## config.mk

```make
export PLATFORM = sky130hd
export DESIGN_NAME = hp_slot_ctrl
export DESIGN_NICKNAME = d
export VERILOG_FILES = /design/src/rtl/hp_slot_pkg.sv /design/src/rtl/hp_slot_regs.sv /design/src/rtl/hp_slot_notify.sv /design/src/rtl/hp_slot_ctrl.sv
export SDC_FILE = /design/constraint.sdc
export NUM_CORES = 1
export LEC_CHECK = 0
export CAP_MARGIN = 40
export CELL_PAD_IN_SITES_DETAIL_PLACEMENT = 1
export CELL_PAD_IN_SITES_GLOBAL_PLACEMENT = 2
export CORE_MARGIN = 1
export CORE_UTILIZATION = 20
export DETAILED_ROUTE_END_ITERATION = 10
export GPL_TIMING_DRIVEN = 0
export PLACE_DENSITY = 0.76
export SYNTH_ARGS = -nofsm -noshare
export SYNTH_HDL_FRONTEND = slang
export SYNTH_SLANG_ARGS = --single-unit
```

## constraint.sdc

```tcl
create_clock -name clk -period 1.57 [get_ports clk]
set_input_delay 0.314 -clock clk [delete_from_list [all_inputs] [get_ports clk]]
set_output_delay 0.314 -clock clk [all_outputs]
set_load 0.02 [all_outputs]
```

## src/rtl/hp_slot_pkg.sv

```systemverilog
package hp_slot_pkg;
  localparam int EVT_W    = 3;
  localparam int EV_BTN   = 0;
  localparam int EV_PRES  = 1;
  localparam int EV_CMD   = 2;
  localparam int C_LOCKTG = 9;
  localparam int S_PRES   = 8;
  localparam int S_LOCK   = 9;
  localparam int S_LINK   = 10;
  localparam logic [1:0] IND_OFF = 2'b11;
  localparam logic [1:0] MODE_INTX = 2'd0;

  typedef struct packed {
    logic             pwr_off;
    logic [1:0]       pwr_ind;
    logic [1:0]       attn_ind;
    logic             hp_ie;
    logic [EVT_W-1:0] evt_en;
  } slot_ctl_t;

  localparam slot_ctl_t CTL_RST = '{pwr_off: 1'b0, pwr_ind: IND_OFF,
                                    attn_ind: IND_OFF, hp_ie: 1'b0, evt_en: '0};

  function automatic logic pend_calc(input slot_ctl_t c, input logic [EVT_W-1:0] evt,
                                     input logic [EVT_W-1:0] supp);
    return c.hp_ie & (|(evt & c.evt_en & supp));
  endfunction

  function automatic logic [15:0] merge_be(input logic [15:0] old_v, input logic [15:0] new_v,
                                           input logic [1:0] be);
    logic [15:0] r;
    r[7:0]  = be[0] ? new_v[7:0]  : old_v[7:0];
    r[15:8] = be[1] ? new_v[15:8] : old_v[15:8];
    return r;
  endfunction
endpackage

```

## src/rtl/hp_slot_regs.sv

```systemverilog
module hp_slot_regs
  import hp_slot_pkg::*;
(
  input  logic             clk,
  input  logic             rst_n,
  input  logic             wr_en,
  input  logic             wr_sel,
  input  logic [1:0]       wr_be,
  input  logic [15:0]      wr_data,
  input  logic             btn_press,
  input  logic             dev_insert,
  input  logic             dev_remove,
  output slot_ctl_t        ctl_q,
  output logic [EVT_W-1:0] evt_q,
  output logic             pres_q,
  output logic             link_q,
  output logic             lock_q,
  output logic             ctl_wr,
  output logic             detach_q,
  output logic             reject_q
);
  logic [15:0]      ctl_img, ctl_mrg;
  slot_ctl_t        ctl_n;
  logic             lock_flip, det_c, ins_ok, rem_ok;
  logic [EVT_W-1:0] evt_clr, evt_set;

  assign ctl_wr    = wr_en & ~wr_sel & (|wr_be);
  assign ctl_img   = {7'b0, ctl_q};
  assign ctl_mrg   = merge_be(ctl_img, wr_data, wr_be);
  assign ctl_n     = ctl_wr ? slot_ctl_t'(ctl_mrg[$bits(slot_ctl_t)-1:0]) : ctl_q;
  assign lock_flip = ctl_wr & wr_be[1] & wr_data[C_LOCKTG];
  assign det_c     = ctl_wr & pres_q & ctl_n.pwr_off & (ctl_n.pwr_ind == IND_OFF);
  assign ins_ok    = dev_insert & ~lock_q & ~det_c;
  assign rem_ok    = dev_remove & pres_q & ~dev_insert & ~det_c;
  assign evt_clr   = (wr_en & wr_sel & wr_be[0]) ? wr_data[EVT_W-1:0] : '0;

  always_comb begin
    evt_set          = '0;
    evt_set[EV_BTN]  = btn_press | ins_ok;
    evt_set[EV_PRES] = ins_ok | rem_ok | det_c;
    evt_set[EV_CMD]  = ctl_wr;
  end

  for (genvar i = 0; i < EVT_W; i++) begin : g_evt
    always_ff @(posedge clk) begin
      if (!rst_n) evt_q[i] <= 1'b0;
      else        evt_q[i] <= (evt_q[i] & ~evt_clr[i]) | evt_set[i];
    end
  end

  always_ff @(posedge clk) begin
    if (!rst_n) begin
      ctl_q    <= CTL_RST;
      pres_q   <= 1'b0;
      link_q   <= 1'b0;
      lock_q   <= 1'b0;
      detach_q <= 1'b0;
      reject_q <= 1'b0;
    end else begin
      ctl_q    <= ctl_n;
      lock_q   <= lock_q ^ lock_flip;
      detach_q <= det_c;
      reject_q <= dev_insert & lock_q;
      if (det_c || rem_ok) begin
        pres_q <= 1'b0;
        link_q <= 1'b0;
      end else if (ins_ok) begin
        pres_q <= 1'b1;
        link_q <= 1'b1;
      end
    end
  end
endmodule

```

## src/rtl/hp_slot_notify.sv

```systemverilog
module hp_slot_notify
  import hp_slot_pkg::*;
#(
  parameter int               VEC_W     = 5,
  parameter logic [EVT_W-1:0] SUPP_MASK = '1
) (
  input  logic             clk,
  input  logic             rst_n,
  input  slot_ctl_t        ctl_q,
  input  logic [EVT_W-1:0] evt_q,
  input  logic [1:0]       irq_mode,
  input  logic [VEC_W-1:0] irq_vec,
  output logic             pend_q,
  output logic             intx,
  output logic             msg_req,
  output logic [VEC_W-1:0] msg_vec
);
  logic pend_now, rise;

  assign pend_now = pend_calc(ctl_q, evt_q, SUPP_MASK);
  assign rise     = pend_now & ~pend_q;

  always_ff @(posedge clk) begin
    if (!rst_n) begin
      pend_q  <= 1'b0;
      intx    <= 1'b0;
      msg_req <= 1'b0;
      msg_vec <= '0;
    end else begin
      pend_q  <= pend_now;
      intx    <= pend_now & (irq_mode == MODE_INTX);
      msg_req <= rise & (irq_mode != MODE_INTX);
      if (rise && irq_mode != MODE_INTX) msg_vec <= irq_vec;
    end
  end
endmodule

```

## src/rtl/hp_slot_ctrl.sv

```systemverilog
module hp_slot_ctrl
  import hp_slot_pkg::*;
#(
  parameter int               VEC_W     = 5,
  parameter logic [EVT_W-1:0] SUPP_MASK = '1
) (
  input  logic             clk,
  input  logic             rst_n,
  input  logic             wr_en,
  input  logic             wr_sel,
  input  logic [1:0]       wr_be,
  input  logic [15:0]      wr_data,
  input  logic             rd_sel,
  output logic [15:0]      rd_data,
  input  logic             btn_press,
  input  logic             dev_insert,
  input  logic             dev_remove,
  input  logic [1:0]       irq_mode,
  input  logic [VEC_W-1:0] irq_vec,
  output logic [1:0]       attn_ind,
  output logic [1:0]       pwr_ind,
  output logic             pwr_off,
  output logic             detach,
  output logic             insert_reject,
  output logic             intx,
  output logic             msg_req,
  output logic [VEC_W-1:0] msg_vec
);
  slot_ctl_t        ctl_q;
  logic [EVT_W-1:0] evt_q;
  logic             pres_q, link_q, lock_q, ctl_wr, pend_q;
  logic [15:0]      sts_img;

  hp_slot_regs u_regs (
    .clk(clk), .rst_n(rst_n), .wr_en(wr_en), .wr_sel(wr_sel), .wr_be(wr_be),
    .wr_data(wr_data), .btn_press(btn_press), .dev_insert(dev_insert),
    .dev_remove(dev_remove), .ctl_q(ctl_q), .evt_q(evt_q), .pres_q(pres_q),
    .link_q(link_q), .lock_q(lock_q), .ctl_wr(ctl_wr), .detach_q(detach),
    .reject_q(insert_reject)
  );

  hp_slot_notify #(.VEC_W(VEC_W), .SUPP_MASK(SUPP_MASK)) u_notify (
    .clk(clk), .rst_n(rst_n), .ctl_q(ctl_q), .evt_q(evt_q), .irq_mode(irq_mode),
    .irq_vec(irq_vec), .pend_q(pend_q), .intx(intx), .msg_req(msg_req), .msg_vec(msg_vec)
  );

  always_comb begin
    sts_img                = '0;
    sts_img[EVT_W-1:0]     = evt_q;
    sts_img[S_PRES]        = pres_q;
    sts_img[S_LOCK]        = lock_q;
    sts_img[S_LINK]        = link_q;
  end

  assign rd_data  = rd_sel ? sts_img : {7'b0, ctl_q};
  assign attn_ind = ctl_q.attn_ind;
  assign pwr_ind  = ctl_q.pwr_ind;
  assign pwr_off  = ctl_q.pwr_off;
endmodule

```

==> impl_metrics.py, run 1 <==
metrics = {
    "status": {
        "outcome": "completed",
    },
    "setup_path": {
        "worstPathRequired_ns": 1.26,
        "path_class": "flop to primary output",
        "slowest_stage": "clkdlybuf4s50_1",
        "cp.buffers_inverters": 1,
        "crit_family": "buffers and inverters",
        "cp-end-kind": "primary output",
        "r2r_cells": 4,
        "start_kind": "flop",
        "cp_max_fo": 2,
        "path_depth": 1,
        "arrival_ns": 1.22,
        "crit_path_cell_trace": "clkdlybuf4s50_1",
        "slowest_delay_ns": 0.61,
    },
    "synthesis": {
        "synth_top_family_by_area": "simple AND/OR/NAND/NOR gates",
        "syn_inst": 131,
        "ys.flop_type": "dfxtp_1",
        "async_reset_ff_share_pct": 0,
        "synth_compound_area_share_pct": 10.9,
        "muxShareOfSynthArea_pct": 5.83,
        "synth_warnings": 0,
        "synth_seq_cells": 24,
        "synth.most_common_cell": "nand2_1",
        "seq_area_frac_synth_pct": 43.0,
        "synthTopCellsByCount": "28 x nand2_1, 24 x dfxtp_1, 11 x nand3_1",
        "syn_area_sq_um": 1120,
        "synth-adder-area-share_pct": 0,
        "synth_simple_gate_area_share_pct": 30.9,
        "ys_types": 31,
        "synth_largest_area_cell": "dfxtp_1",
        "synth_top_area_share_pct": 43.0,
        "synth_area_leaders": "dfxtp_1 43%, nand2_1 9.4%, buf_4 6.1%",
        "syn_area_per_cell_sq_um": 8.52,
        "synth_xor_area_share_pct": 0.785,
        "synth_edf_count": 0,
    },
    "floorplanning": {
        "start_util_pct": 21.3,
        "num_io_pins": 63,
        "row_count": 26,
        "die_h_um": 76.7,
        "design.core.area_sq_um": 5240,
        "fp.dieW_um": 76.7,
        "dieArea_sq_um": 5880,
    },
    "place": {
        "gp_congestion": 0.702,
        "place_inst": 255,
        "portBuffers": 50,
        "hpwl_um": 2370,
    },
    "grt": {
        "antenna_found_initial": 0,
        "first_global_vias": 1115,
        "grt_start_max_net_pins": 14,
        "grt-ovfl-total": 0,
        "grt_pass1_wl_um": 5380,
        "grtUsageTotal_pct": 11.6,
    },
    "routing": {
        "drt_iter0_drc": 20,
        "drc": 0,
        "final_antenna_net_count": 0,
        "drt-wirelength-per-cell_um": 11.9,
        "vias_per_cell": 4.13,
        "vias": 1083,
        "drt_first_pass_iters": 4,
        "drt_wl_total_um": 3130,
    },
    "layout": {
        "final_cells": 262,
        "area_growth_pct": 58.9,
        "antennaDiodeCount": 0,
        "drive_gt1_share_pct": 20.8,
        "layout.nets": 226,
    },
    "clocking": {
        "h-tree-depth": 1,
        "worstSkewPairLatency_ns": 0.27,
        "cts_buffers": 3,
        "numClockSinks": 24,
        "cts_root_buffer": "clkbuf_8",
        "cts_tree": "yes",
        "clockBufferDepth": 2,
        "path_clk_slew_ns": 0.09,
    },
    "pwr": {
        "p_leak_nw": 0.811,
        "p_per_area_nw_per_um2": 761,
        "peakVddDrop_uv": 300,
    },
    "timing": {
        "tns_ns": 0,
        "setup_viol": 0,
        "post-route-min-period_ns": 1.53,
        "final_hold_viol_count": 0,
        "rsz0062_at_grt": "no",
        "clock_skew_ns": 0.00323,
        "period_share_pct": 97.7,
        "maxSlewHeadroom_pct": 61.4,
        "finalMaxSlewViolations": 0,
        "tightest_slew_ns": 0.579,
        "max_freq_ghz": 0.652,
    },
    "flow_run": {
        "cap_violations": 0,
    },
    "hold_path": {
        "hold-path-cell-count": 2,
        "hold_class": "flop to flop",
    },
}
## layer usage
layer	vias to the layer above	global-route usage, %	routed length, um
met2	33	19.4	1470
met5	-	0	0
met1	494	14.6	1480
met3	2	2.38	160
li1	554	-	-
met4	0	4.04	17
## what timing repair did
action	CTS	global route
buffers inserted	3	0
gates cloned	0	0
hold buffers	0	0
endpoints found under the hold margin	0	0
resized for setup	45	12
setup endpoints to repair	28	23
pin swaps	0	0
## path summary, 6_finish.rpt
check,from,to,slack (ns)
max,u_notify.msg_vec[1],msg_vec[1],0.04
min reg2reg,u_notify.msg_vec[4],u_notify.msg_vec[4],0.47
max reg2reg,u_regs.evt_q[2],u_notify.msg_vec[0],0.18
min,u_notify.msg_vec[4],u_notify.msg_vec[4],0.47
## stage by stage
step           worst slack [ns]  power [mW]  util [%]  cell area, sq um  hold WS (ns)
4_1_cts                 0.00153        1.37      34.2              1790         0.477
3_3_place_gp             -0.951       0.945      32.8              1720         0.452
5_1_grt                 0.00397        1.41      33.9              1770         0.496
6_report                 0.0364        1.35      33.9              1770         0.467
2_1_floorplan             0.263       0.800         -              1130         0.391
3_5_place_dp             -0.956       0.947      32.8              1720         0.464
## layout by cell type (no fill, tap or decap), drive strengths merged
master         instances
clkdlybuf4s50         29
nand2                 28
dfxtp                 24
buf                   22
nand3                 11
dlygate4sd2            8
o21ai                  7
a21oi                  7
clkbuf                 7
nor2b                  5
conb                   5
mux2                   4
dlymetal6s2s           4
nor2                   4
and3                   3
nand2b                 3
nand4                  3
and2                   2
nor3                   2
nand3b                 2
mux2i                  2
a222oi                 1
nor4b                  1
clkinv                 1
and2b                  1
xor2                   1
o32ai                  1
a21bo                  1
o221a                  1
a41o                   1
inv                    1
## flip-flops by register name (all words and copies together), names as in the netlist
register          count
u_regs.lock_q         1
u_regs.pres_q         1
u_notify.msg_vec      5
u_regs.ctl_q          9
u_regs.reject_q       1
u_notify.msg_req      1
u_notify.intx         1
u_regs.evt_q          3
u_regs.detach_q       1
u_notify.pend_q       1
## cell type report
cell class | instances | area (sq um)
sequential | 24 | 480
tap | 70 | 87.6
timing repair buffer | 53 | 480
buffer | 13 | 96.3
clock buffer | 4 | 55.1
multi-input combinational | 96 | 566
fill | 640 | 3460
inverter | 2 | 7.51
## power by group
group / switching [mW] / internal, mW
Sequential: 0.0191 / 0.629
Clock: 0.206 / 0.224
Combinational: 0.129 / 0.142
Total: 0.354 / 0.995
## logic make-up after synthesis
logic type / Yosys count
AOI/OAI and AO/OA: 19
xor gates and xnor gates: 1
buffers and inverters: 15
DFF: 24
muxes: 6
other: 1
and+or+nand+nor: 65
(Power assumes the default switching activity.)
==> run 2, diff against run 1 <==
--- a/config.mk
+++ b/config.mk
@@ -9,10 +9,11 @@
 export CELL_PAD_IN_SITES_DETAIL_PLACEMENT = 1
 export CELL_PAD_IN_SITES_GLOBAL_PLACEMENT = 2
 export CORE_MARGIN = 1
-export CORE_UTILIZATION = 20
+export CORE_UTILIZATION = 21
 export DETAILED_ROUTE_END_ITERATION = 10
 export GPL_TIMING_DRIVEN = 0
-export PLACE_DENSITY = 0.76
+export PLACE_DENSITY = 0.79
+export REMOVE_ABC_BUFFERS = 1
 export SYNTH_ARGS = -nofsm -noshare
 export SYNTH_HDL_FRONTEND = slang
 export SYNTH_SLANG_ARGS = --single-unit
==> constraint.sdc (replaced) <==
create_clock -name clk -period 1.8 [get_ports clk]
set_input_delay 0.36 -clock clk [delete_from_list [all_inputs] [get_ports clk]]
set_output_delay 0.36 -clock clk [all_outputs]
set_load 0.05 [all_outputs]
==> impl_metrics.py, run 2 (synthesized netlist as in run 1, its figures left out) <==
metrics = {
    "clocking": {
        "worstSkewPairLatency_ns": 0.26,
        "cts_tree": "yes",
        "path_clk_slew_ns": 0.08,
        "numClockSinks": 24,
        "clockBufferDepth": 2,
        "cts_buffers": 3,
        "cts_root_buffer": "clkbuf_8",
        "h-tree-depth": 1,
        "post_cts_buffers": 0,
    },
    "floorplanning": {
        "dieArea_sq_um": 5610,
        "fp.dieW_um": 74.9,
        "num_io_pins": 63,
        "start_util_pct": 21.9,
        "design.core.area_sq_um": 5110,
        "die_h_um": 74.9,
        "row_count": 26,
    },
    "layout": {
        "nFillCells": 627,
        "antennaDiodeCount": 0,
        "reg_top3": "u_regs.ctl_q (9), u_notify.msg_vec (5), u_regs.evt_q (3)",
        "layout_common_cells": "29 x clkdlybuf4s50_1, 28 x nand2_1, 24 x dfxtp_1",
        "drive_gt1_share_pct": 10.2,
        "final_common_cell": "clkdlybuf4s50_1",
        "largest_register_ffs": 9,
        "layout.nets": 211,
        "area_growth_pct": 50.4,
        "top_register": "u_regs.ctl_q",
    },
    "setup_path": {
        "cp.buffers_inverters": 1,
        "arrival_ns": 1.39,
        "slowest_stage": "clkdlybuf4s50_1",
        "slowest_delay_ns": 0.80,
        "path_class": "flop to primary output",
        "cp_max_fo": 2,
        "crit_path_cell_trace": "clkdlybuf4s50_1",
        "cp-end-kind": "primary output",
        "start_kind": "flop",
        "path_depth": 1,
        "crit_family": "buffers and inverters",
        "worstPathRequired_ns": 1.44,
        "r2r_cells": 4,
    },
    "timing": {
        "maxSlewHeadroom_pct": 52.0,
        "finalMaxSlewViolations": 0,
        "clock_skew_ns": 0.00181,
        "setup_viol": 0,
        "post-route-min-period_ns": 1.75,
        "period_share_pct": 97.0,
        "tightest_slew_ns": 0.720,
        "final_hold_viol_count": 0,
        "max_freq_ghz": 0.573,
        "rsz0062_at_grt": "no",
        "tns_ns": 0,
    },
    "routing": {
        "drc": 0,
        "drt_iter0_drc": 37,
        "drt-wirelength-per-cell_um": 11.7,
        "drt_wl_total_um": 2890,
        "vias_per_cell": 4.16,
        "drt_first_pass_iters": 4,
        "final_antenna_net_count": 0,
        "vias": 1024,
    },
    "pwr": {
        "switching_share_pct": 30.3,
        "p_per_area_nw_per_um2": 688,
        "peakVddDrop_uv": 210,
        "intPower_mw": 0.806,
        "switching_power_mw": 0.350,
        "comb_power_share_pct": 24.0,
        "p_total_mw": 1.16,
        "seq_power_share_pct": 49.0,
        "clkPwrFrac_pct": 27.0,
        "p_leak_nw": 0.753,
    },
    "grt": {
        "antenna_found_initial": 0,
        "grt-ovfl-total": 0,
        "first_global_vias": 947,
        "grt_pass1_wl_um": 4500,
        "grt_start_max_net_pins": 21,
        "grtUsageTotal_pct": 10.9,
    },
    "flow_run": {
        "cap_violations": 0,
    },
    "place": {
        "gp_congestion": 0.725,
        "hpwl_um": 2220,
        "portBuffers": 51,
    },
    "hold_path": {
        "hold-path-cell-count": 2,
        "hold_class": "flop to flop",
    },
    "status": {
        "outcome": "completed",
    },
}
==> run 2: changes by cell type in the layout (fill, tap and decap cells not counted), sizes merged <==
cell / before / now
buf: 22 / 1
clkdlybuf4s15: 0 / 4
clkbuf: 7 / 5
dlymetal6s2s: 4 / 6
dlygate4sd2: 8 / 9
==> run 2: path summary, 6_finish.rpt <==
| kind | from | end | slack (ns) |
|---|---|---|---|
| hold / removal | u_notify.msg_vec[1] | u_notify.msg_vec[1] | 0.46 |
| setup reg to reg | u_regs.evt_q[2] | u_notify.msg_vec[0] | 0.43 |
| setup / recovery | u_notify.msg_vec[4] | msg_vec[4] | 0.05 |
| hold reg to reg | u_notify.msg_vec[1] | u_notify.msg_vec[1] | 0.46 |
==> run 2: area by class of cell <==
type	count	area [sq um]	share of cell area (%)
Multi-Input combinational cell	96	559	33.3
Inverter	2	7.51	0.447
Clock buffer	3	41.3	2.46
Timing Repair Buffer	51	503	30.0
Sequential cell	24	480	28.6
Tap cell	70	87.6	5.22
==> run 2: power groups by stage <==
stage,clock [mW],combinational [mW],sequential [mW]
6_report,0.312,0.278,0.566
5_1_grt,0.353,0.297,0.569
4_1_cts,0.338,0.283,0.566
3_5_place_dp,0,0.294,0.579
3_3_place_gp,0,0.292,0.578
2_1_floorplan,0,0.142,0.594
==> run 2: what timing repair did <==
action | in CTS | in global routing
pin swaps | 0 | 0
endpoints found under the setup margin | 23 | 14
resized for setup | 24 | 13
cloned | 0 | 0
hold buffers | 0 | 0
==> run 2: metrics by stage <==
step,hold slack (ns),utilization (%),setup WS (ns),instance area [sq um],instances
after floorplan,0.432,-,0.0131,1050,122
after global placement,0.445,32.2,-0.821,1650,243
after detailed placement,0.455,32.2,-0.826,1650,243
after CTS,0.467,32.8,-0.0837,1680,246
after global routing,0.484,32.9,0.00288,1680,246
final,0.462,32.9,0.0547,1680,246
==> run 2: per-layer routing <==
metal / vias to the layer above / global-route usage (%) / part of all wire [%]
li1: 528 / - / -
met1: 461 / 15.5 / 51
met2: 33 / 15.8 / 43
met3: 2 / 1.74 / 4.7
met4: 0 / 5.66 / 1.4
met5: - / 0 / 0
